File: src/rtl/stat_pkg.sv
package stat_pkg;

  localparam int NUM_CNT   = 7;
  localparam int NUM_WORDS = 3;
  localparam int DATA_W    = 32;

  // counter indices
  localparam int C_RX_GOOD = 0;
  localparam int C_RX_OVR  = 1;
  localparam int C_TX_GOOD = 2;
  localparam int C_TX_UND  = 3;
  localparam int C_TX_DEF  = 4;
  localparam int C_CRC     = 5;
  localparam int C_CODE    = 6;

  // word that holds each counter (word 0 at the base address)
  function automatic int cntWord(input int idx);
    case (idx)
      C_RX_GOOD, C_RX_OVR: return 0;
      C_TX_GOOD, C_TX_UND: return 1;
      default:             return 2;
    endcase
  endfunction

  // lowest bit of each counter's slot inside its word
  function automatic int slotLsb(input int idx);
    case (idx)
      C_RX_OVR, C_TX_UND, C_CODE: return 24;
      C_CRC:                      return 16;
      default:                    return 0;
    endcase
  endfunction

  // slot class: 0 wide, 1 medium, 2 narrow
  function automatic int slotClass(input int idx);
    case (idx)
      C_RX_GOOD, C_TX_GOOD: return 0;
      C_TX_DEF:             return 1;
      default:              return 2;
    endcase
  endfunction

  typedef struct packed {
    logic               rdHit;   // read of a populated word
    logic               rdMiss;  // read of any other address
    logic [1:0]         rdWord;  // word index for rdHit
    logic [NUM_CNT-1:0] clr;     // per-counter clear strobes
  } ctrlStrb_t;

endpackage

File: src/rtl/stat_counter.sv
module stat_counter #(
  parameter int W = 8
) (
  input  logic         clk,
  input  logic         rst,
  input  logic         ev,
  input  logic         clr,
  output logic [W-1:0] cnt
);

  localparam logic [W-1:0] MAXV = {W{1'b1}};

  always_ff @(posedge clk) begin
    if (rst)            cnt <= '0;
    else if (clr)       cnt <= ev ? W'(1) : '0;
    else if (ev && cnt != MAXV) cnt <= cnt + 1'b1;
  end

  // an event below the maximum adds exactly one
  a_r2_increment: assert property (@(posedge clk) disable iff (rst)
    (ev && !clr && cnt != MAXV) |=> (cnt == $past(cnt) + 1'b1));

  // a full counter stays full
  a_r8_saturate: assert property (@(posedge clk) disable iff (rst)
    (!clr && cnt == MAXV) |=> (cnt == MAXV));

  // a read clear without an event empties the counter
  a_r6_clear: assert property (@(posedge clk) disable iff (rst)
    (clr && !ev) |=> (cnt == '0));

  // a clear that coincides with an event restarts at one
  a_r7_restart: assert property (@(posedge clk) disable iff (rst)
    (clr && ev) |=> (cnt == W'(1)));

  // no event and no clear leaves the value alone
  a_r2_idle: assert property (@(posedge clk) disable iff (rst)
    (!clr && !ev) |=> $stable(cnt));

endmodule

File: src/rtl/stat_ctrl.sv
module stat_ctrl
  import stat_pkg::*;
#(
  parameter int              ADDR_W    = 8,
  parameter logic [ADDR_W-1:0] BASE_ADDR = 8'h30
) (
  input  logic              clk,
  input  logic              rst,
  input  logic              rdEn,
  input  logic [ADDR_W-1:0] rdAddr,
  output ctrlStrb_t         strb
);

  localparam logic [ADDR_W-1:0] SPAN = ADDR_W'(NUM_WORDS * 4);

  logic [ADDR_W-1:0] offs;
  logic              inRange;
  logic [1:0]        wordIdx;

  always_comb begin
    offs    = rdAddr - BASE_ADDR;
    inRange = (rdAddr >= BASE_ADDR) && (offs < SPAN);
    wordIdx = offs[3:2];
  end

  assign strb.rdHit  = rdEn && inRange;
  assign strb.rdMiss = rdEn && !inRange;
  assign strb.rdWord = wordIdx;

  for (genvar i = 0; i < NUM_CNT; i++) begin : g_clr
    localparam int WO = cntWord(i);
    assign strb.clr[i] = strb.rdHit && (wordIdx == WO[1:0]);
  end

  // without a read, or on an unmapped address, nothing is cleared
  a_r10_no_clear: assert property (@(posedge clk) disable iff (rst)
    (!rdEn || rdAddr < BASE_ADDR || rdAddr >= BASE_ADDR + SPAN) |-> (strb.clr == '0));

  // a read touches the counters of a single word
  a_r6_one_word: assert property (@(posedge clk) disable iff (rst)
    strb.rdHit |-> (strb.clr != '0));

endmodule

File: src/rtl/stat_datapath.sv
module stat_datapath
  import stat_pkg::*;
#(
  parameter int WIDE_W   = 24,  // at most 24
  parameter int MID_W    = 16,  // at most 16
  parameter int NARROW_W = 8    // at most 8
) (
  input  logic               clk,
  input  logic               rst,
  input  logic [NUM_CNT-1:0] ev,
  input  ctrlStrb_t          strb,
  output logic [DATA_W-1:0]  rdData,
  output logic               irq,
  output logic [2:0]         irqCode
);

  localparam logic [2:0] CODE_OVF = 3'b010;

  logic [23:0]       cntPad [NUM_CNT];
  logic [NUM_CNT-1:0] msb;

  for (genvar i = 0; i < NUM_CNT; i++) begin : g_cnt
    localparam int CW = (slotClass(i) == 0) ? WIDE_W :
                        (slotClass(i) == 1) ? MID_W : NARROW_W;
    logic [CW-1:0] cnt;

    stat_counter #(.W(CW)) i_cnt (
      .clk (clk),
      .rst (rst),
      .ev  (ev[i]),
      .clr (strb.clr[i]),
      .cnt (cnt)
    );

    assign cntPad[i] = 24'(cnt);
    assign msb[i]    = cnt[CW-1];
  end

  logic [DATA_W-1:0] wordVal [NUM_WORDS];

  always_comb begin
    for (int w = 0; w < NUM_WORDS; w++) wordVal[w] = '0;
    for (int i = 0; i < NUM_CNT; i++)
      wordVal[cntWord(i)] = wordVal[cntWord(i)] | (DATA_W'(cntPad[i]) << slotLsb(i));
  end

  logic [DATA_W-1:0] selWord;
  always_comb begin
    selWord = '0;
    for (int w = 0; w < NUM_WORDS; w++)
      if (strb.rdWord == w[1:0]) selWord = wordVal[w];
  end

  always_ff @(posedge clk) begin
    if (rst)              rdData <= '0;
    else if (strb.rdHit)  rdData <= selWord;
    else if (strb.rdMiss) rdData <= '0;
  end

  assign irq     = |msb;
  assign irqCode = irq ? CODE_OVF : 3'b000;

  // the request can only rise with an event
  a_r9_rise_on_event: assert property (@(posedge clk) disable iff (rst)
    (!irq && ev == '0) |=> !irq);

  // the request can only fall with a clearing read
  a_r9_hold_until_read: assert property (@(posedge clk) disable iff (rst)
    (irq && strb.clr == '0) |=> irq);

  // without a read the result is held
  a_r10_hold: assert property (@(posedge clk) disable iff (rst)
    (!strb.rdHit && !strb.rdMiss) |=> $stable(rdData));

  // an unmapped read returns zero
  a_r10_miss_zero: assert property (@(posedge clk) disable iff (rst)
    strb.rdMiss |=> (rdData == '0));

endmodule

File: src/rtl/stat_bank.sv
module stat_bank
  import stat_pkg::*;
#(
  parameter int WIDE_W   = 24,
  parameter int MID_W    = 16,
  parameter int NARROW_W = 8
) (
  input  logic        clk,
  input  logic        rst,
  input  logic        evRxGood,
  input  logic        evRxOverrun,
  input  logic        evTxGood,
  input  logic        evTxUnderrun,
  input  logic        evTxDeferred,
  input  logic        evCrcErr,
  input  logic        evCodeErr,
  input  logic        rdEn,
  input  logic [7:0]  rdAddr,
  output logic [31:0] rdData,
  output logic        irq,
  output logic [2:0]  irqCode
);

  logic [NUM_CNT-1:0] ev;
  ctrlStrb_t          strb;

  always_comb begin
    ev            = '0;
    ev[C_RX_GOOD] = evRxGood;
    ev[C_RX_OVR]  = evRxOverrun;
    ev[C_TX_GOOD] = evTxGood;
    ev[C_TX_UND]  = evTxUnderrun;
    ev[C_TX_DEF]  = evTxDeferred;
    ev[C_CRC]     = evCrcErr;
    ev[C_CODE]    = evCodeErr;
  end

  stat_ctrl #(.ADDR_W(8), .BASE_ADDR(8'h30)) i_ctrl (
    .clk    (clk),
    .rst    (rst),
    .rdEn   (rdEn),
    .rdAddr (rdAddr),
    .strb   (strb)
  );

  stat_datapath #(.WIDE_W(WIDE_W), .MID_W(MID_W), .NARROW_W(NARROW_W)) i_dp (
    .clk     (clk),
    .rst     (rst),
    .ev      (ev),
    .strb    (strb),
    .rdData  (rdData),
    .irq     (irq),
    .irqCode (irqCode)
  );

endmodule

File: config.mk
export PLATFORM = sky130hd
export DESIGN_NAME = stat_bank
export DESIGN_NICKNAME = d
export VERILOG_FILES = /design/src/rtl/stat_pkg.sv /design/src/rtl/stat_counter.sv /design/src/rtl/stat_ctrl.sv /design/src/rtl/stat_datapath.sv /design/src/rtl/stat_bank.sv
export SDC_FILE = /design/constraint.sdc
export NUM_CORES = 1
export LEC_CHECK = 0
export ABC_AREA = 0
export CAP_MARGIN = 20
export CORE_UTILIZATION = 60
export CTS_BUF_LIST = sky130_fd_sc_hd__clkbuf_4 sky130_fd_sc_hd__clkbuf_8
export CTS_CLUSTER_DIAMETER = 40
export DETAILED_ROUTE_END_ITERATION = 8
export PLACE_DENSITY = 0.9
export SETUP_SLACK_MARGIN = 0.3
export SLEW_MARGIN = 0
export SYNTH_ARGS = -nofsm -noshare
export SYNTH_HDL_FRONTEND = slang
export SYNTH_SLANG_ARGS = --single-unit
File: constraint.sdc
create_clock -name clk -period 2.3 [get_ports clk]
set_input_delay 0.345 -clock clk [delete_from_list [all_inputs] [get_ports clk]]
set_output_delay 0.345 -clock clk [all_outputs]
set_load 0.01 [all_outputs]
==> results of run 1 <==
-- layout make-up --
class                      count  share of cell area
sequential                   128               0.330
tap                          136              0.0218
inverter                      10             0.00481
multi-input combinational    605               0.484
clock inverter                 6              0.0135
clock buffer                  25              0.0400
timing repair buffer          92               0.106
-- stage by stage --
| stage | hold slack, ns | worst slack [ns] | area, um^2 |
|---|---|---|---|
| finish | 0.519 | 0.332 | 7810 |
| detailed placement | 0.484 | 0.110 | 7220 |
| global route | 0.525 | 0.277 | 7810 |
| CTS | 0.480 | 0.301 | 7710 |
| global placement | 0.473 | 0.158 | 7220 |
| floorplan | 0.458 | 0.388 | 6550 |
-- metal layers --
metal / track usage / routed length [um] / vias up
li1: - / - / 3010
met1: 0.402 / 7530 / 3127
met2: 0.551 / 8940 / 424
met3: 0.0963 / 1870 / 120
met4: 0.175 / 949 / 0
met5: 0 / 0 / -
-- cells by family after synthesis --
kind of cell	Yosys count
adders and majority gates	7
and+or+nand+nor	338
muxes	34
other	1
DFF	128
xor gates and xnor gates	47
buffers and inverters	59
AOI/OAI and AO/OA	176
-- how the worst max path moves through the flow --
stage	from	end	slack, ns
2_1_floorplan	rdAddr[7]	i_dp.g_cnt[0].i_cnt.cnt[23]	0.39
3_3_place_gp	rdAddr[3]	i_dp.g_cnt[4].i_cnt.cnt[0]	0.16
3_5_place_dp	evTxGood	i_dp.g_cnt[2].i_cnt.cnt[21]	0.11
4_1_cts	i_dp.g_cnt[2].i_cnt.cnt[6]	i_dp.g_cnt[2].i_cnt.cnt[22]	0.30
5_1_grt	i_dp.g_cnt[0].i_cnt.cnt[11]	i_dp.g_cnt[0].i_cnt.cnt[7]	0.28
6_report	i_dp.g_cnt[0].i_cnt.cnt[6]	i_dp.g_cnt[0].i_cnt.cnt[21]	0.33
-- what timing repair did --
| item | 4_1_cts | 5_1_grt |
|---|---|---|
| pin swaps | 2 | 2 |
| resized for setup | 11 | 15 |
| setup endpoints to repair | 20 | 31 |
| gates cloned | 1 | 0 |
| setup buffers | 1 | 9 |
-- worst max-delay path: cells and delay by family (launching register included) --
| family | cells | cell delay (ns) |
|---|---|---|
| DFF | 1 | 0.46 |
| xor gates and xnor gates | 1 | 0.17 |
| and+or+nand+nor | 4 | 1.23 |
-- where the power goes --
part / switching, mW / leakage, nW / total [mW] / internal [mW]
Sequential: 0.0317 / 1.04 / 2.27 / 2.24
Combinational: 0.171 / 1.48 / 0.283 / 0.112
Clock: 0.854 / 0.221 / 2.06 / 1.21
-- flip-flops by register name (all words and copies together) (netlist names) --
signal,cells
i_dp.g_cnt.i_cnt.cnt,96
i_dp.rdData,32
-- cell usage in the layout, fill, tap and decap left out, types with 20 or more instances in the layout --
cell type	Yosys	layout
nand2_1	80	80
nor2_1	95	94
o21ai_0	52	52
xnor2_1	24	24
buf_4	5	41
clkdlybuf4s50_1	0	46
xor2_1	23	23
dfxtp_1	128	118
a22oi_1	29	29
nand4_1	27	27
a21oi_1	42	42
clkbuf_8	0	20
nand3_1	31	30
mux2i_1	34	34
==> results.json, run 1 <==
{
  "cellLeakagePower_nw": 2.74,
  "synth_cell_type_count": 59,
  "p_total_mw": 4.61,
  "synth_ff_type": "dfxtp_1",
  "placed_cells": 960,
  "clk_latency_ns": 0.46,
  "synthTopCellsByArea": "dfxtp_1, nor2_1, mux2i_1",
  "status": "finished clean",
  "slowest_stage": "or4_1",
  "clock_sinks": 128,
  "avgSynthCellArea_um2": 8.28,
  "peakVddDrop_uv": 414,
  "fillers": 688,
  "grt_first_pass_wirelength_mm": 29.9,
  "slew_violations": 0,
  "gr-usage-all-layers": 0.337,
  "path_clk_slew_ns": 0.07,
  "design.die.area_um2": 11300,
  "yosys.area.top_type": "dfxtp_1",
  "fin_tns_setup_ns": 0,
  "cts_tree": "yes",
  "start_util": 0.625,
  "routedWlPerCell_um": 19.2,
  "worstPathCellList": "nand4_1 > or4_1 > nor4_1 > xnor2_1 > nor2_1",
  "die_h_um": 106,
  "portBuffers": 49,
  "clock.fmax_mhz": 508,
  "multi_input_comb_area_um2": 3780,
  "critical_path_required_ns": 2.65,
  "area_growth_pct": 19.4,
  "drt_pass1_iterations": 7,
  "critPathKind": "flop to flop",
  "slew_headroom": 0.479,
  "root_buffer": "clkbuf_8",
  "gp_congestion": 0.950,
  "setup_viol": 0,
  "grt_setup_unrepaired": "yes",
  "slowest_delay_ns": 0.59,
  "hold_depth": 4,
  "reg2reg_depth": 5,
  "synthArstFlopShare": 0,
  "finalCritPeriodShare": 0.855,
  "num_vias": 6681,
  "synth_most_common_cell": "dfxtp_1",
  "seq_area_um2": 2570,
  "first_global_vias": 6220,
  "fin_crit_ns": 1.97,
  "drt_first_iter_violations": 829,
  "synth_seq_cells": 128,
  "grt_overflow": 0,
  "syn_area_um2": 6540,
  "drc": 0,
  "r2r_start": "i_dp.g_cnt[0].i_cnt.cnt[6]",
  "coreArea_um2": 10500,
  "utilization": 0.747,
  "diodes": 0,
  "synth_mux_area_frac": 0.0520,
  "dp_hpwl_mm": 13.0,
  "antenna_found_initial": 0,
  "regToRegSetupSlack_ns": 0.33,
  "synth-simple-area-share": 0.264,
  "yosys.area_share.adder": 0.0134,
  "synth_edf_count": 0,
  "hold_violations": 0,
  "finClkSkew_ns": 0.00835,
  "synth_xor_area_frac": 0.0629,
  "path_max_fanout": 6,
  "rows": 37,
  "yosys_warnings": 0,
  "nNetsFinal": 879,
  "synthCells": 790,
  "ys_seq_area_frac": 0.392,
  "drt.antenna.violating_nets": 0,
  "grt_max_degree": 23,
  "start_kind": "flop",
  "die_w_um": 106,
  "r2r_end": "i_dp.g_cnt[0].i_cnt.cnt[21]",
  "worstHoldPathType": "input port to flop",
  "crit_arrival_ns": 2.31,
  "drive_above_1_share": 0.132,
  "max-cap-violations": 0,
  "clk_path_buf_depth": 2,
  "cellPowerDensity_nw_per_um2": 591,
  "io_pins": 54,
  "vias_per_cell": 6.67,
  "synth_top_family_by_area": "simple AND/OR/NAND/NOR gates",
  "cts_hold_buf": 0,
  "synth_top_area_share": 0.392,
  "synth-compound-area-share": 0.172,
  "routed_wl_mm": 19.3,
  "cts_buffers": 17,
  "min-delay-start": "rdAddr[2]",
  "layout.cells.non_filler": 1002,
  "worstMarginPinSlew_ns": 0.781,
  "htree_levels": 4,
  "min_to": "i_dp.g_cnt[5].i_cnt.cnt[0]",
  "synth_commonest_cells": "dfxtp_1, nor2_1, nand2_1, o21ai_0, a21oi_1",
  "cp-end-kind": "flop"
}
No activity file was read; power rests on OpenSTA's default activity.
==> run 2, diff against run 1 <==
--- a/config.mk
+++ b/config.mk
@@ -7,6 +7,7 @@
 export LEC_CHECK = 0
 export ABC_AREA = 0
 export CAP_MARGIN = 20
+export CORE_MARGIN = 2
 export CORE_UTILIZATION = 60
 export CTS_BUF_LIST = sky130_fd_sc_hd__clkbuf_4 sky130_fd_sc_hd__clkbuf_8
 export CTS_CLUSTER_DIAMETER = 40
==> results.json, run 2 (synthesis gave the netlist of run 1 again) <==
{
  "status": "finished clean",
  "cp-end-kind": "flop",
  "worstPathCellList": "nand4_1 > or4_1 > nor4_2 > xnor2_1 > nor2_1",
  "p_seq_frac": 0.463,
  "r2r_start": "i_dp.g_cnt[0].i_cnt.cnt[10]",
  "clk_path_buf_depth": 2,
  "finClkSkew_ns": 0.00987,
  "die_w_um": 108,
  "coreArea_um2": 10700,
  "peakVddDrop_uv": 560,
  "critical_path_required_ns": 2.66,
  "fillers": 749,
  "crit_path_start": "i_dp.g_cnt[0].i_cnt.cnt[10]",
  "largest_reg_flops": 96,
  "slowest_delay_ns": 0.65,
  "drive_above_1_share": 0.125,
  "power.share.clock": 0.480,
  "worstMarginPinSlew_ns": 0.883,
  "grt_first_pass_wirelength_mm": 29.5,
  "dp_hpwl_mm": 13.0,
  "slew_violations": 0,
  "first_global_vias": 6014,
  "path_clk_slew_ns": 0.07,
  "num_vias": 6570,
  "p_sw_frac": 0.223,
  "routed_wl_mm": 18.7,
  "crit_arrival_ns": 2.30,
  "antenna_found_initial": 0,
  "routedWlPerCell_um": 18.7,
  "wl_met2_mm": 8.90,
  "max-cap-violations": 0,
  "seq_area_um2": 2570,
  "design.die.area_um2": 11800,
  "path_max_fanout": 6,
  "htree_levels": 4,
  "clock.fmax_mhz": 516,
  "p_int_mw": 3.80,
  "final_cell_mix": "dfxtp_1, nor2_1, nand2_1",
  "cts_buffers": 17,
  "dp_slack_ns": 0.0980,
  "portBuffers": 49,
  "finalCritPeriodShare": 0.843,
  "slew_headroom": 0.411,
  "cts_tree": "yes",
  "cellLeakagePower_nw": 2.73,
  "gr-usage-all-layers": 0.320,
  "root_buffer": "clkbuf_8",
  "rows": 38,
  "fin_tns_setup_ns": 0,
  "reg_top3": "i_dp.g_cnt.i_cnt.cnt (96), i_dp.rdData (32)",
  "io_pins": 54,
  "vias_per_cell": 6.56,
  "drt_first_iter_violations": 887,
  "critPathKind": "flop to flop",
  "comb_power_share": 0.056,
  "clock_sinks": 128,
  "utilization": 0.727,
  "final_common_cell": "dfxtp_1",
  "worstHoldPathType": "flop to flop",
  "grt_max_degree": 32,
  "cts_hold_buf": 0,
  "hold_violations": 0,
  "area_growth_pct": 19.4,
  "drt.antenna.violating_nets": 0,
  "grt_setup_unrepaired": "yes",
  "gp_congestion": 0.955,
  "drt_pass1_iterations": 8,
  "start_kind": "flop",
  "topRoutingLayerUsed": "met4",
  "min-delay-start": "i_dp.g_cnt[2].i_cnt.cnt[15]",
  "die_h_um": 108,
  "diodes": 0,
  "slowest_stage": "or4_1",
  "regMostFlops": "i_dp.g_cnt.i_cnt.cnt",
  "multi_input_comb_area_um2": 3760,
  "clk_latency_ns": 0.46,
  "setup_viol": 0,
  "drc": 0,
  "setup_ws_ns": 0.360,
  "start_util": 0.609,
  "power_switching_mw": 1.09,
  "wl_met3_mm": 1.53,
  "fin_crit_ns": 1.94,
  "cellPowerDensity_nw_per_um2": 626,
  "grt_overflow": 0,
  "nNetsFinal": 874,
  "m1WireLength_mm": 7.55
}
[run 2: cell count changes in the layout (fill, tap and decap cells not counted), sizes merged]
cell and delta:
bufinv +3, clkbuf -5, o31ai -1, clkinvlp +2
buf -4
[run 2: path summary, 6_finish.rpt]
kind	slack [ns]	cells after the start	end
max	0.36	5	i_dp.g_cnt[0].i_cnt.cnt[23]
min	0.51	2	i_dp.g_cnt[2].i_cnt.cnt[15]
min reg2reg	0.51	2	i_dp.g_cnt[2].i_cnt.cnt[15]
max reg2reg	0.36	5	i_dp.g_cnt[0].i_cnt.cnt[23]
[run 2: cell type report]
class | count | area share
clock buffer | 20 | 0.0344
inverter | 10 | 0.00480
sequential | 128 | 0.329
tap | 140 | 0.0224
multi-input combinational | 604 | 0.481
timing repair buffer | 88 | 0.101
clock inverter | 11 | 0.0269
[run 2: power groups by stage]
| stage | registers [mW] | clock network [mW] | logic [mW] |
|---|---|---|---|
| floorplan | 2.31 | 0 | 0.166 |
| global placement | 2.31 | 0 | 0.244 |
| detailed placement | 2.31 | 0 | 0.256 |
| CTS | 2.26 | 2.35 | 0.260 |
| global route | 2.27 | 2.45 | 0.294 |
| finish | 2.27 | 2.35 | 0.276 |
[run 2: through the flow]
stage	power [mW]	instance area (um^2)	std cells	hold slack, ns
2_1_floorplan	2.47	6550	791	0.458
3_3_place_gp	2.56	7240	965	0.469
3_5_place_dp	2.57	7240	965	0.487
4_1_cts	4.88	7720	996	0.496
5_1_grt	5.01	7820	1001	0.527
6_report	4.89	7820	1001	0.507
[run 2: timing repair]
action | 4_1_cts | 5_1_grt
pin swaps | 1 | 2
buffers inserted | 0 | 5
resized for setup | 6 | 17
setup endpoints to repair | 4 | 26
[run 2: critical path: cells and delay by family, from the launching register on]
kind             cells  cell delay, ns
XOR/XNOR             1            0.16
AND/OR/NAND/NOR      4            1.21
flip-flops           1            0.47
[run 2: routing by layer]
layer  vias to the layer above  global-route usage
li1                       3007                   -
met1                      3109               0.392
met2                       371               0.532
met3                        83              0.0820
met4                         0               0.134
met5                         -                   0
